## config.mk

```make
export PLATFORM = sky130hd
export DESIGN_NAME = flash_poll_ctrl
export DESIGN_NICKNAME = d
export VERILOG_FILES = /design/src/rtl/flash_poll_pkg.sv /design/src/rtl/flash_bus_if.sv /design/src/rtl/flash_status_eval.sv /design/src/rtl/flash_poll_ctrl.sv
export SDC_FILE = /design/constraint.sdc
export NUM_CORES = 1
export LEC_CHECK = 0
export ABC_AREA = 1
export BUFFER_PORTS_ARGS = -buffer_cell sky130_fd_sc_hd__buf_2
export CAP_MARGIN = 20
export CORE_MARGIN = 10
export CORE_UTILIZATION = 52
export CTS_CLUSTER_DIAMETER = 40
export DETAILED_ROUTE_END_ITERATION = 16
export PLACE_DENSITY = 0.77
export SYNTH_ARGS = -nofsm -noshare
export SYNTH_HDL_FRONTEND = slang
export SYNTH_SLANG_ARGS = --single-unit
export TNS_END_PERCENT = 10
```

## constraint.sdc

```tcl
create_clock -name clk_i -period 1.75 [get_ports clk_i]
set_input_delay 0.35 -clock clk_i [delete_from_list [all_inputs] [get_ports clk_i]]
set_output_delay 0.35 -clock clk_i [all_outputs]
set_load 0.02 [all_outputs]
```

## src/rtl/flash_poll_pkg.sv

```systemverilog
package flash_poll_pkg;
  typedef enum logic [1:0] {OP_PROG = 2'd0, OP_CHIP = 2'd1, OP_SECT = 2'd2, OP_NONE = 2'd3} op_e;
  typedef enum logic [2:0] {S_IDLE, S_CMD, S_XPRE, S_XWR, S_XPOST, S_POLL, S_RST, S_END} ctrl_st_e;
  typedef enum logic [1:0] {B_IDLE, B_SETUP, B_PULSE, B_HOLD} bus_st_e;

  localparam logic [7:0] CMD_UNL1  = 8'hAA;
  localparam logic [7:0] CMD_UNL2  = 8'h55;
  localparam logic [7:0] CMD_PROG  = 8'hA0;
  localparam logic [7:0] CMD_ERASE = 8'h80;
  localparam logic [7:0] CMD_CHIP  = 8'h10;
  localparam logic [7:0] CMD_SECT  = 8'h30;
  localparam logic [7:0] CMD_RESET = 8'hF0;
  localparam int unsigned UNL_ADDR_A = 32'h5555;
  localparam int unsigned UNL_ADDR_B = 32'h2AAA;
endpackage

```

## src/rtl/flash_bus_if.sv

```systemverilog
module flash_bus_if import flash_poll_pkg::*; #(
  parameter int unsigned AW    = 17,
  parameter int unsigned DW    = 32,
  parameter int unsigned SETUP = 1,
  parameter int unsigned PULSE = 2,
  parameter int unsigned HOLD  = 1
) (
  input  logic          clk_i,
  input  logic          rst_ni,
  input  logic          start_i,
  input  logic          wr_i,
  input  logic [AW-1:0] addr_i,
  input  logic [DW-1:0] wdata_i,
  output logic          busy_o,
  output logic          done_o,
  output logic [DW-1:0] rdata_o,
  output logic [AW-1:0] mem_addr_o,
  output logic [DW-1:0] mem_wdata_o,
  output logic          mem_we_o,
  output logic          mem_oe_o,
  input  logic [DW-1:0] mem_rdata_i
);
  localparam int unsigned MAXPH = (SETUP > PULSE) ? ((SETUP > HOLD) ? SETUP : HOLD)
                                                  : ((PULSE > HOLD) ? PULSE : HOLD);
  localparam int unsigned CW = $clog2(MAXPH + 1);

  bus_st_e        st_q;
  logic [CW-1:0]  cnt_q;
  logic           wr_q;

  always_ff @(posedge clk_i or negedge rst_ni) begin
    if (!rst_ni) begin
      st_q        <= B_IDLE;
      cnt_q       <= '0;
      wr_q        <= 1'b0;
      mem_addr_o  <= '0;
      mem_wdata_o <= '0;
      mem_we_o    <= 1'b0;
      mem_oe_o    <= 1'b0;
      rdata_o     <= '0;
      done_o      <= 1'b0;
    end else begin
      done_o <= 1'b0;
      unique case (st_q)
        B_IDLE: if (start_i) begin
          mem_addr_o  <= addr_i;
          mem_wdata_o <= wdata_i;
          wr_q        <= wr_i;
          cnt_q       <= '0;
          st_q        <= B_SETUP;
        end
        B_SETUP: if (cnt_q == CW'(SETUP - 1)) begin
          cnt_q    <= '0;
          st_q     <= B_PULSE;
          mem_we_o <= wr_q;
          mem_oe_o <= !wr_q;
        end else cnt_q <= cnt_q + 1'b1;
        B_PULSE: if (cnt_q == CW'(PULSE - 1)) begin
          cnt_q    <= '0;
          st_q     <= B_HOLD;
          mem_we_o <= 1'b0;
          mem_oe_o <= 1'b0;
          if (!wr_q) rdata_o <= mem_rdata_i;
        end else cnt_q <= cnt_q + 1'b1;
        B_HOLD: if (cnt_q == CW'(HOLD - 1)) begin
          cnt_q  <= '0;
          st_q   <= B_IDLE;
          done_o <= 1'b1;
        end else cnt_q <= cnt_q + 1'b1;
        default: st_q <= B_IDLE;
      endcase
    end
  end

  assign busy_o = (st_q != B_IDLE);

  p_excl_strobe_r4: assert property (@(posedge clk_i) disable iff (!rst_ni)
    !(mem_we_o && mem_oe_o));
  p_addr_stable_r4: assert property (@(posedge clk_i) disable iff (!rst_ni)
    (mem_we_o || mem_oe_o) && $past(mem_we_o || mem_oe_o) |-> $stable(mem_addr_o));
  p_start_idle_r4: assert property (@(posedge clk_i) disable iff (!rst_ni)
    start_i |-> (st_q == B_IDLE));
endmodule

```

## src/rtl/flash_status_eval.sv

```systemverilog
module flash_status_eval #(
  parameter int unsigned LANES = 4
) (
  input  logic [8*LANES-1:0] cur_i,
  input  logic [8*LANES-1:0] prev_i,
  input  logic [LANES-1:0]   exp7_i,
  output logic               dq7_ok_o,
  output logic               tog_o,
  output logic               tmo_o,
  output logic               win_o
);
  logic [LANES-1:0] l_ok, l_tog, l_tmo, l_win;

  for (genvar l = 0; l < LANES; l++) begin : g_lane
    assign l_ok[l]  = (cur_i[8*l+7] == exp7_i[l]);
    assign l_tog[l] = cur_i[8*l+6] ^ prev_i[8*l+6];
    assign l_tmo[l] = cur_i[8*l+5];
    assign l_win[l] = cur_i[8*l+3];
  end

  assign dq7_ok_o = &l_ok;
  assign tog_o    = |l_tog;
  assign tmo_o    = |l_tmo;
  assign win_o    = |l_win;
endmodule

```

## src/rtl/flash_poll_ctrl.sv

```systemverilog
module flash_poll_ctrl import flash_poll_pkg::*; #(
  parameter int unsigned AW         = 17,
  parameter int unsigned LANES      = 4,
  parameter int unsigned NSECT      = 8,
  parameter int unsigned SECT_SHIFT = 14,
  parameter int unsigned SETUP      = 1,
  parameter int unsigned PULSE      = 2,
  parameter int unsigned HOLD       = 1,
  parameter int unsigned POLL_LIMIT = 4096
) (
  input  logic                  clk_i,
  input  logic                  rst_ni,
  input  logic                  req_valid_i,
  output logic                  req_ready_o,
  input  logic [1:0]            req_op_i,
  input  logic                  req_chk_i,
  input  logic [AW-1:0]         req_addr_i,
  input  logic [8*LANES-1:0]    req_data_i,
  input  logic [NSECT-1:0]      req_sect_i,
  output logic                  done_o,
  output logic                  fail_o,
  output logic [AW-1:0]         mem_addr_o,
  output logic [8*LANES-1:0]    mem_wdata_o,
  output logic                  mem_we_o,
  output logic                  mem_oe_o,
  input  logic [8*LANES-1:0]    mem_rdata_i
);
  localparam int unsigned DW   = 8 * LANES;
  localparam int unsigned SW   = $clog2(NSECT);
  localparam int unsigned CNTW = $clog2(POLL_LIMIT + 1);

  function automatic logic [SW-1:0] low_idx(input logic [NSECT-1:0] m);
    low_idx = '0;
    for (int i = NSECT - 1; i >= 0; i--) if (m[i]) low_idx = SW'(i);
  endfunction

  function automatic logic [AW-1:0] sect_base(input logic [SW-1:0] idx);
    sect_base = '0;
    sect_base[SECT_SHIFT +: SW] = idx;
  endfunction

  ctrl_st_e         st_q;
  op_e              op_q;
  logic             chk_q, issued_q, phase_q, pair_q, fail_q;
  logic [2:0]       step_q, last_step;
  logic [AW-1:0]    addr_q, poll_addr_q, cmd_addr;
  logic [DW-1:0]    data_q, prev_q, cmd_data;
  logic [NSECT-1:0] mask_q;
  logic [LANES-1:0] exp7_q, exp7_in;
  logic [CNTW-1:0]  cnt_q;

  logic             bus_start, bus_wr, bus_busy, bus_done;
  logic [AW-1:0]    bus_addr;
  logic [DW-1:0]    bus_wdata, bus_rdata;
  logic             dq7_ok, tog, tmo, win;

  always_comb begin
    for (int l = 0; l < LANES; l++)
      exp7_in[l] = (req_op_i == OP_PROG) ? req_data_i[8*l+7] : 1'b1;
  end

  // command word for the current step of a sequence
  always_comb begin
    cmd_addr = AW'(UNL_ADDR_A);
    cmd_data = {LANES{CMD_UNL1}};
    unique case (step_q)
      3'd1: begin cmd_addr = AW'(UNL_ADDR_B); cmd_data = {LANES{CMD_UNL2}}; end
      3'd2: cmd_data = {LANES{(st_q == S_RST) ? CMD_RESET :
                              (op_q == OP_PROG) ? CMD_PROG : CMD_ERASE}};
      3'd3: if (op_q == OP_PROG) begin cmd_addr = addr_q; cmd_data = data_q; end
      3'd4: begin cmd_addr = AW'(UNL_ADDR_B); cmd_data = {LANES{CMD_UNL2}}; end
      3'd5: if (op_q == OP_CHIP) cmd_data = {LANES{CMD_CHIP}};
            else begin cmd_addr = poll_addr_q; cmd_data = {LANES{CMD_SECT}}; end
      default: ;
    endcase
  end

  assign last_step = (st_q == S_RST) ? 3'd2 : (op_q == OP_PROG) ? 3'd3 : 3'd5;

  always_comb begin
    bus_start = 1'b0;
    bus_wr    = 1'b0;
    bus_addr  = cmd_addr;
    bus_wdata = cmd_data;
    if (!issued_q) begin
      unique case (st_q)
        S_CMD, S_RST: begin bus_start = 1'b1; bus_wr = 1'b1; end
        S_XPRE, S_XPOST, S_POLL: begin bus_start = 1'b1; bus_addr = poll_addr_q; end
        S_XWR: begin
          bus_start = 1'b1;
          bus_wr    = 1'b1;
          bus_addr  = sect_base(low_idx(mask_q));
          bus_wdata = {LANES{CMD_SECT}};
        end
        default: ;
      endcase
    end
  end

  flash_bus_if #(.AW(AW), .DW(DW), .SETUP(SETUP), .PULSE(PULSE), .HOLD(HOLD)) u_bus (
    .clk_i, .rst_ni,
    .start_i(bus_start), .wr_i(bus_wr), .addr_i(bus_addr), .wdata_i(bus_wdata),
    .busy_o(bus_busy), .done_o(bus_done), .rdata_o(bus_rdata),
    .mem_addr_o, .mem_wdata_o, .mem_we_o, .mem_oe_o, .mem_rdata_i
  );

  flash_status_eval #(.LANES(LANES)) u_eval (
    .cur_i(bus_rdata), .prev_i(prev_q), .exp7_i(exp7_q),
    .dq7_ok_o(dq7_ok), .tog_o(tog), .tmo_o(tmo), .win_o(win)
  );

  always_ff @(posedge clk_i or negedge rst_ni) begin
    if (!rst_ni) begin
      st_q <= S_IDLE;      op_q <= OP_PROG;     chk_q <= 1'b0;
      issued_q <= 1'b0;    phase_q <= 1'b0;     pair_q <= 1'b0;
      fail_q <= 1'b0;      step_q <= '0;        addr_q <= '0;
      poll_addr_q <= '0;   data_q <= '0;        prev_q <= '0;
      mask_q <= '0;        exp7_q <= '0;        cnt_q <= '0;
    end else begin
      if (bus_start) issued_q <= 1'b1;
      unique case (st_q)
        S_IDLE: if (req_valid_i) begin
          op_q    <= op_e'(req_op_i);
          chk_q   <= req_chk_i;
          addr_q  <= req_addr_i;
          data_q  <= req_data_i;
          exp7_q  <= exp7_in;
          step_q  <= '0;
          phase_q <= 1'b0;
          pair_q  <= 1'b0;
          cnt_q   <= '0;
          mask_q  <= req_sect_i & (req_sect_i - NSECT'(1));
          poll_addr_q <= (req_op_i == OP_SECT) ? sect_base(low_idx(req_sect_i)) : req_addr_i;
          if (req_op_i == OP_NONE || (req_op_i == OP_SECT && req_sect_i == '0)) begin
            fail_q <= 1'b1;
            st_q   <= S_END;
          end else begin
            fail_q <= 1'b0;
            st_q   <= S_CMD;
          end
        end
        S_CMD: if (bus_done) begin
          issued_q <= 1'b0;
          if (step_q == last_step) begin
            step_q <= '0;
            st_q   <= (op_q == OP_SECT && mask_q != '0) ? S_XPRE : S_POLL;
          end else step_q <= step_q + 3'd1;
        end
        S_XPRE: if (bus_done) begin
          issued_q <= 1'b0;
          if (win) begin fail_q <= 1'b1; step_q <= '0; st_q <= S_RST; end
          else st_q <= S_XWR;
        end
        S_XWR: if (bus_done) begin
          issued_q <= 1'b0;
          mask_q   <= mask_q & (mask_q - NSECT'(1));
          st_q     <= S_XPOST;
        end
        S_XPOST: if (bus_done) begin
          issued_q <= 1'b0;
          if (win) begin fail_q <= 1'b1; step_q <= '0; st_q <= S_RST; end
          else st_q <= (mask_q != '0) ? S_XPRE : S_POLL;
        end
        S_POLL: if (bus_done) begin
          issued_q <= 1'b0;
          if (!chk_q) begin
            if (dq7_ok) st_q <= S_END;
            else if (phase_q) begin fail_q <= 1'b1; step_q <= '0; st_q <= S_RST; end
            else if (tmo) phase_q <= 1'b1;
            else if (cnt_q == CNTW'(POLL_LIMIT - 1)) begin
              fail_q <= 1'b1; step_q <= '0; st_q <= S_RST;
            end else cnt_q <= cnt_q + 1'b1;
          end else if (!pair_q) begin
            prev_q <= bus_rdata;
            pair_q <= 1'b1;
          end else begin
            pair_q <= 1'b0;
            if (!tog) st_q <= S_END;
            else if (phase_q) begin fail_q <= 1'b1; step_q <= '0; st_q <= S_RST; end
            else if (tmo) phase_q <= 1'b1;
            else if (cnt_q == CNTW'(POLL_LIMIT - 1)) begin
              fail_q <= 1'b1; step_q <= '0; st_q <= S_RST;
            end else cnt_q <= cnt_q + 1'b1;
          end
        end
        S_RST: if (bus_done) begin
          issued_q <= 1'b0;
          if (step_q == last_step) st_q <= S_END;
          else step_q <= step_q + 3'd1;
        end
        S_END: st_q <= S_IDLE;
        default: st_q <= S_IDLE;
      endcase
    end
  end

  assign req_ready_o = (st_q == S_IDLE);
  assign done_o      = (st_q == S_END);
  assign fail_o      = fail_q;

  p_done_pulse_r12: assert property (@(posedge clk_i) disable iff (!rst_ni)
    done_o |=> !done_o);
  p_accept_r12: assert property (@(posedge clk_i) disable iff (!rst_ni)
    req_valid_i && req_ready_o |=> !req_ready_o);
  p_idle_quiet_r12: assert property (@(posedge clk_i) disable iff (!rst_ni)
    req_ready_o |-> !bus_busy && !mem_we_o && !mem_oe_o);
  p_cnt_bound_r9: assert property (@(posedge clk_i) disable iff (!rst_ni)
    cnt_q < CNTW'(POLL_LIMIT));
  p_rst_failed_r10: assert property (@(posedge clk_i) disable iff (!rst_ni)
    (st_q == S_RST) |-> fail_o);
endmodule

```

==> results of run 1 <==
==> cell families (layout without fill, tap and decap cells) <==
| kind of cell | count (synthesis) | count (layout) | synth area share [%] |
|---|---|---|---|
| XOR/XNOR | 9 | 9 | 0.856 |
| buffers and inverters | 165 | 364 | 7.69 |
| adder cells (fa/ha/maj) | 16 | 16 | 2.17 |
| AND/OR/NAND/NOR | 517 | 517 | 23.8 |
| AO/OA/AOI/OAI | 245 | 245 | 15.5 |
| multiplexers | 9 | 9 | 1.10 |
| flip-flops | 180 | 180 | 48.9 |
==> placed cells by master (no fill, tap or decap), drive strengths merged, types with 2 or more instances in the layout <==
cell / netlist / final
o21ai: 154 / 154
inv: 120 / 124
xnor2: 4 / 4
o31ai: 3 / 3
nor2: 85 / 85
o211ai: 3 / 3
a22oi: 3 / 3
a2bb2oi: 10 / 10
a21boi: 5 / 5
xor2: 5 / 5
nand2: 362 / 362
clkinv: 0 / 4
dfrtp: 180 / 180
ha: 16 / 16
mux2: 9 / 9
nand4: 7 / 7
o21a: 5 / 5
or2: 3 / 3
o22ai: 25 / 25
buf: 24 / 210
nor3: 6 / 6
clkinvlp: 0 / 2
clkbuf: 21 / 20
bufinv: 0 / 2
nand3: 52 / 52
a21oi: 31 / 31
==> final timing paths <==
check	cells after the start	endpoint	slack, ns	from
max in group asynchronous	3	u_bus.mem_addr_o[10]	0.79	rst_ni
min reg2reg	2	addr_q[12]	0.47	addr_q[12]
min in group asynchronous	2	u_bus.mem_addr_o[5]	0.41	rst_ni
max	5	req_ready_o	-0.08	st_q[0]
max reg2reg	11	u_bus.mem_wdata_o[28]	-0.05	st_q[1]
min	3	data_q[10]	0.12	req_data_i[10]
==> registers in the layout (all words and copies together), names as in the netlist, 2 cells and up, named ones only <==
name	cells
data_q	32
u_bus.mem_wdata_o	32
addr_q	17
poll_addr_q	17
u_bus.mem_addr_o	17
u_bus.rdata_o	16
cnt_q	13
mask_q	7
exp7_q	4
prev_q	4
st_q	3
step_q	3
op_q	2
u_bus.cnt_q	2
u_bus.st_q	2
==> metrics by stage <==
stage               hold slack [ns]  utilization, %  std cells
finish                        0.125            67.0       1565
global route                  0.131            67.0       1565
CTS                           0.119            65.2       1556
detailed placement            0.301            61.2       1521
global placement              0.299            61.2       1521
floorplan                    0.0544               -       1141
==> per-layer routing <==
metal	wire length, µm	global-route usage [%]	up-vias
met2	12100	34.1	292
met3	1780	5.11	43
met4	460	6.63	0
met1	10500	26.3	3975
li1	-	-	4084
met5	0	0	-
==> final cells by class <==
| type | instances | area share, % |
|---|---|---|
| inverter | 120 | 4.01 |
| clock buffer | 20 | 3.84 |
| clock inverter | 12 | 1.26 |
| multi-input combinational | 796 | 36.2 |
| sequential | 180 | 38.8 |
| tap | 225 | 2.42 |
| timing repair buffer | 212 | 13.5 |
==> report_power, final <==
part / internal (mW) / switching [mW] / total, mW / leakage [nW]
Combinational: 3.60 / 5.49 / 9.09 / 3.31
Clock: 2.17 / 1.70 / 3.87 / 0.285
Sequential: 5.88 / 0.994 / 6.88 / 2.21
Total: 11.7 / 8.18 / 19.8 / 5.81
==> worst register-to-register path, delay by kind of cell, from the launching register on <==
family	cells	cell delay (ns)
AOI/OAI and AO/OA	1	0.17
buffers and inverters	4	0.54
and+or+nand+nor	6	0.50
DFF	1	0.46
==> timing repair <==
action,in CTS,in global routing
endpoints found under the setup margin,26,110
gates resized for setup,14,66
cloned,1,0
pin swaps,1,11
hold endpoints to repair,33,0
hold buffers,1,0
setup buffers,1,9
==> results.toml, run 1 <==
[run_status]
outcome = "finished, violations left"
violations = "setup timing"

[route]
first_iter_violations = 512
ant_nets = 0
drc_errors = 0
via_count = 8394
drtPass1Iterations = 5
avgViaCountPerCell = 5.36
wirelength_mm = 24.9
routedWlPerCell_um = 15.9

[sta]
tightest_slew_ns = 0.459
rsz0062_at_grt = "true"
setup_slack_ns = -0.0831
maxSlewHeadroom_pct = 69.3
fmax_mhz = 546
setup-violations-final = 7
finalCritPeriodShare_pct = 105
finalHoldViolCount = 0
report.final.slew_viol_count = 0
clock_skew_ns = 0.00856
period_needed_ns = 1.83
finalSetupTns_ns = -0.230

[logic_synthesis]
async_flop_share_pct = 100
syn_nets = 1252
synth_top_cell_by_area = "dfrtp_1"
synthTopCellsByArea = "dfrtp_1 49%, nand2_1 14%, o21ai_0 6.8%"
yosysSeqAreaShare_pct = 48.9
synth_common_cells = "350 x nand2_1, 180 x dfrtp_1, 126 x o21ai_0, 105 x inv_1, 79 x nor2_1"
synth.distinct_cells = 49
synth_top_area_share_pct = 48.9
synth_ff_type = "dfrtp_1"
yosysWarningCount = 0
syn_avg_cell_area_um2 = 8.07
ys_ff_latch = 180
synthCells = 1141
synth_edf_count = 0
netlist_area_um2 = 9210
synth_most_common_cell = "nand2_1"

[cells_and_area]
antenna_cells = 0
seq_area_um2 = 4510
drive_gt1_share_pct = 26.2
fin_nets = 1438
final_area_um2 = 11600
multi_input_area_um2 = 4210
syn2layout_area_growth_pct = 26.2
num-fill-cells = 1384

[grt]
antenna_found_initial = 0
grt-ovfl-total = 0
grt_max_degree = 66
grt_pass1_wl_mm = 40.9
grtUsageTotal_pct = 20.8
grt_pass1_vias = 8348

[critical_path]
critPathKind = "reg -> out"
critPathCaptureType = "output pin"
cp_num_buf_inv = 3
slowest_stage = "dfrtp_2"
crit_chain = "inv_4 > buf_4 > nand2_2 > nor2_4 > buf_6"
critical_path.top_delay_family = "flip-flops"
worstSetupStartpointType = "flip-flop"
max_stage_delay_ns = 0.46
crit_fanout = 5
crit_arrival_ns = 1.48
required_ns = 1.40

[placed_design]
place_area_um2 = 10600
dpl.hpwl_mm = 17.5
io_buffers = 132
place.gp.congestion = 0.974
post-place-ws_ns = -0.0412

[clock_network]
cts_tree = "built"
clk_pin_slew_ns = 0.07
cts_sinks = 180
insertion_delay_ns = 0.43
numCtsBuffers = 17
cts_root_buf = "clkbuf_16"
htreeDepth = 4
clockBufferDepth = 2

[power]
p_total_mw = 19.8
powerDensity_nw_per_um2 = 1710
ir_drop_mv = 1.06
p_leak_nw = 5.81

[die]
start_util_pct = 53.1
die_w_um = 153
dieArea_um2 = 23400
die_h_um = 153
rows = 48
coreArea_um2 = 17400
io_pins = 149

[run]
max-cap-violations = 0

[worst_hold_path]
hold_path_class = "in -> reg"
(Power assumes the default switching activity.)
==> run 2: changes to the inputs <==
- MAX_ROUTING_LAYER: default -> met4
==> results.toml, run 2 (synthesized netlist as in run 1, its figures left out) <==
[run]
max-cap-violations = 0

[power]
p_sw_mw = 8.21
p_leak_nw = 5.83
p_seq_share_pct = 35.3
powerDensity_nw_per_um2 = 1690
ir_drop_mv = 1.06
switching_share_pct = 42.0
clockPowerShare_pct = 19.5
power.internal_mw = 11.3
power_frac_comb_pct = 45.3
p_total_mw = 19.5

[die]
rows = 48
dieArea_um2 = 23400
die_h_um = 153
die_w_um = 153
coreArea_um2 = 17400
start_util_pct = 53.1
io_pins = 149

[critical_path]
crit_path_end = "req_ready_o"
max_stage_delay_ns = 0.47
crit-reg2reg-capture = "cnt_q[2]"
worstSetupStartpointType = "flip-flop"
r2r_setup_slack_ns = -0.01
reg2reg_depth = 12
r2r_start = "st_q[1]"
crit_path_frequent_cell = "buf_6"
cp_num_buf_inv = 3
crit_arrival_ns = 1.43
slowest_stage = "dfrtp_2"
critical_path.top_delay_family = "flip-flops"
crit_fanout = 5
required_ns = 1.40
crit_path_start = "st_q[0]"
critPathCaptureType = "output pin"
critPathKind = "reg -> out"
crit_cells = 5
crit_chain = "inv_4 > buf_6 > nand2_4 > nor2_4 > buf_6"

[sta]
setup_slack_ns = -0.0331
finalHoldViolCount = 0
setup-violations-final = 4
report.final.slew_viol_count = 0
tightest_slew_ns = 0.446
rsz0062_at_grt = "true"
period_needed_ns = 1.78
finalCritPeriodShare_pct = 102
maxSlewHeadroom_pct = 70.2
clock_skew_ns = 0.0121
fmax_mhz = 561
finalSetupTns_ns = -0.0635

[placed_design]
place.gp.congestion = 0.942
dpl.hpwl_mm = 17.7
io_buffers = 132

[clock_network]
cts_tree = "built"
cts_sinks = 180
clk_pin_slew_ns = 0.07
htreeDepth = 4
insertion_delay_ns = 0.45
cts_root_buf = "clkbuf_16"
numCtsBuffers = 17
clockBufferDepth = 2

[cells_and_area]
syn2layout_area_growth_pct = 25.3
top_regs = "data_q (32), u_bus.mem_wdata_o (32)"
layout_common_cells = "338 x nand2_1, 177 x dfrtp_1, 130 x buf_2, 112 x o21ai_0, 101 x inv_1"
mostFrequentLayoutCell = "nand2_1"
fin_nets = 1447
drive_gt1_share_pct = 26.1

[route]
wl_met3_mm = 1.51
first_iter_violations = 537
avgViaCountPerCell = 5.31
highest_layer = "met4"
met1_length_mm = 10.6
drtPass1Iterations = 5
wirelength_mm = 24.6
routedWlPerCell_um = 15.6
wl_met2_mm = 11.9
drc_errors = 0
ant_nets = 0
via_count = 8368

[worst_hold_path]
hold_path_class = "in -> reg"
worstHoldStart = "req_data_i[19]"

[grt]
grt_pass1_vias = 8157
grt_max_degree = 57
grt-ovfl-total = 0
grtUsageTotal_pct = 21.2
grt_pass1_wl_mm = 40.4
antenna_found_initial = 1

[run_status]
violations = "setup timing"
outcome = "finished, violations left"
-- run 2: cell count changes in the layout (fill, tap and decap cells not counted), moves of 3 or more --
cell / before / now
buf_4: 53 / 67
o21ai_1: 18 / 27
o21ai_0: 119 / 112
inv_8: 2 / 6
nand3_1: 40 / 44
buf_12: 19 / 16
buf_6: 9 / 6
-- run 2: power by group through the flow --
stage	Clock (mW)	Combinational, mW	Sequential (mW)
finish	3.80	8.84	6.88
global route	4.03	9.83	7.08
CTS	3.86	8.39	6.84
detailed placement	0	8.17	6.89
global placement	0	7.96	6.83
floorplan	0	4.96	7.20
-- run 2: worst register-to-register path: cells and delay by family (launching register included) --
| kind | cells | cell delay [ns] |
|---|---|---|
| flip-flops | 1 | 0.48 |
| buffers and inverters | 4 | 0.50 |
| AND/OR/NAND/NOR | 5 | 0.39 |
| AO/OA/AOI/OAI | 3 | 0.30 |
-- run 2: worst min path at each step --
stage | to | slack, ns | cells past startpoint
floorplan | async pin | 0.05 | 0
global placement | addr_q[1] | 0.29 | 1
detailed placement | u_bus.mem_addr_o[1] | 0.29 | 1
CTS | data_q[26] | 0.1 | 3
global route | data_q[27] | 0.12 | 3
finish | data_q[19] | 0.12 | 3
-- run 2: cell type report --
| cell class | count | area, µm² |
|---|---|---|
| diodes | 1 | 2.50 |
| fillers | 1415 | 5820 |
| well taps | 225 | 282 |
| inverters | 120 | 465 |
| flip-flops and latches | 180 | 4510 |
| multi-input cells | 796 | 4110 |
| clock inverters | 15 | 165 |
| clock buffers | 17 | 425 |
| repair buffers | 221 | 1580 |
-- run 2: metal layers --
metal  track usage, %  vias up
met5                -        -
met4             6.58        0
met3             5.27       40
met2             34.1      264
met1             25.9     3960
li1                 -     4104
-- run 2: metrics by stage --
stage | setup WS (ns) | hold slack [ns] | area, µm² | utilization, % | std cells
after global routing | -0.0883 | 0.119 | 11500 | 66.5 | 1575
after global placement | -0.00195 | 0.287 | 10700 | 61.5 | 1530
after detailed placement | -0.0365 | 0.290 | 10700 | 61.5 | 1530
after floorplan | -0.00487 | 0.0544 | 9210 | - | 1141
final | -0.0331 | 0.117 | 11500 | 66.5 | 1575
after CTS | -0.0171 | 0.0989 | 11300 | 65.3 | 1567
-- run 2: repair_timing --
action / 4_1_cts / 5_1_grt
setup endpoints to repair: 12 / 67
pin swaps: 1 / 5
cloned: 0 / 1
hold buffers: 1 / 0
buffers inserted: 4 / 6
resized for setup: 14 / 51
endpoints found under the hold margin: 34 / 0
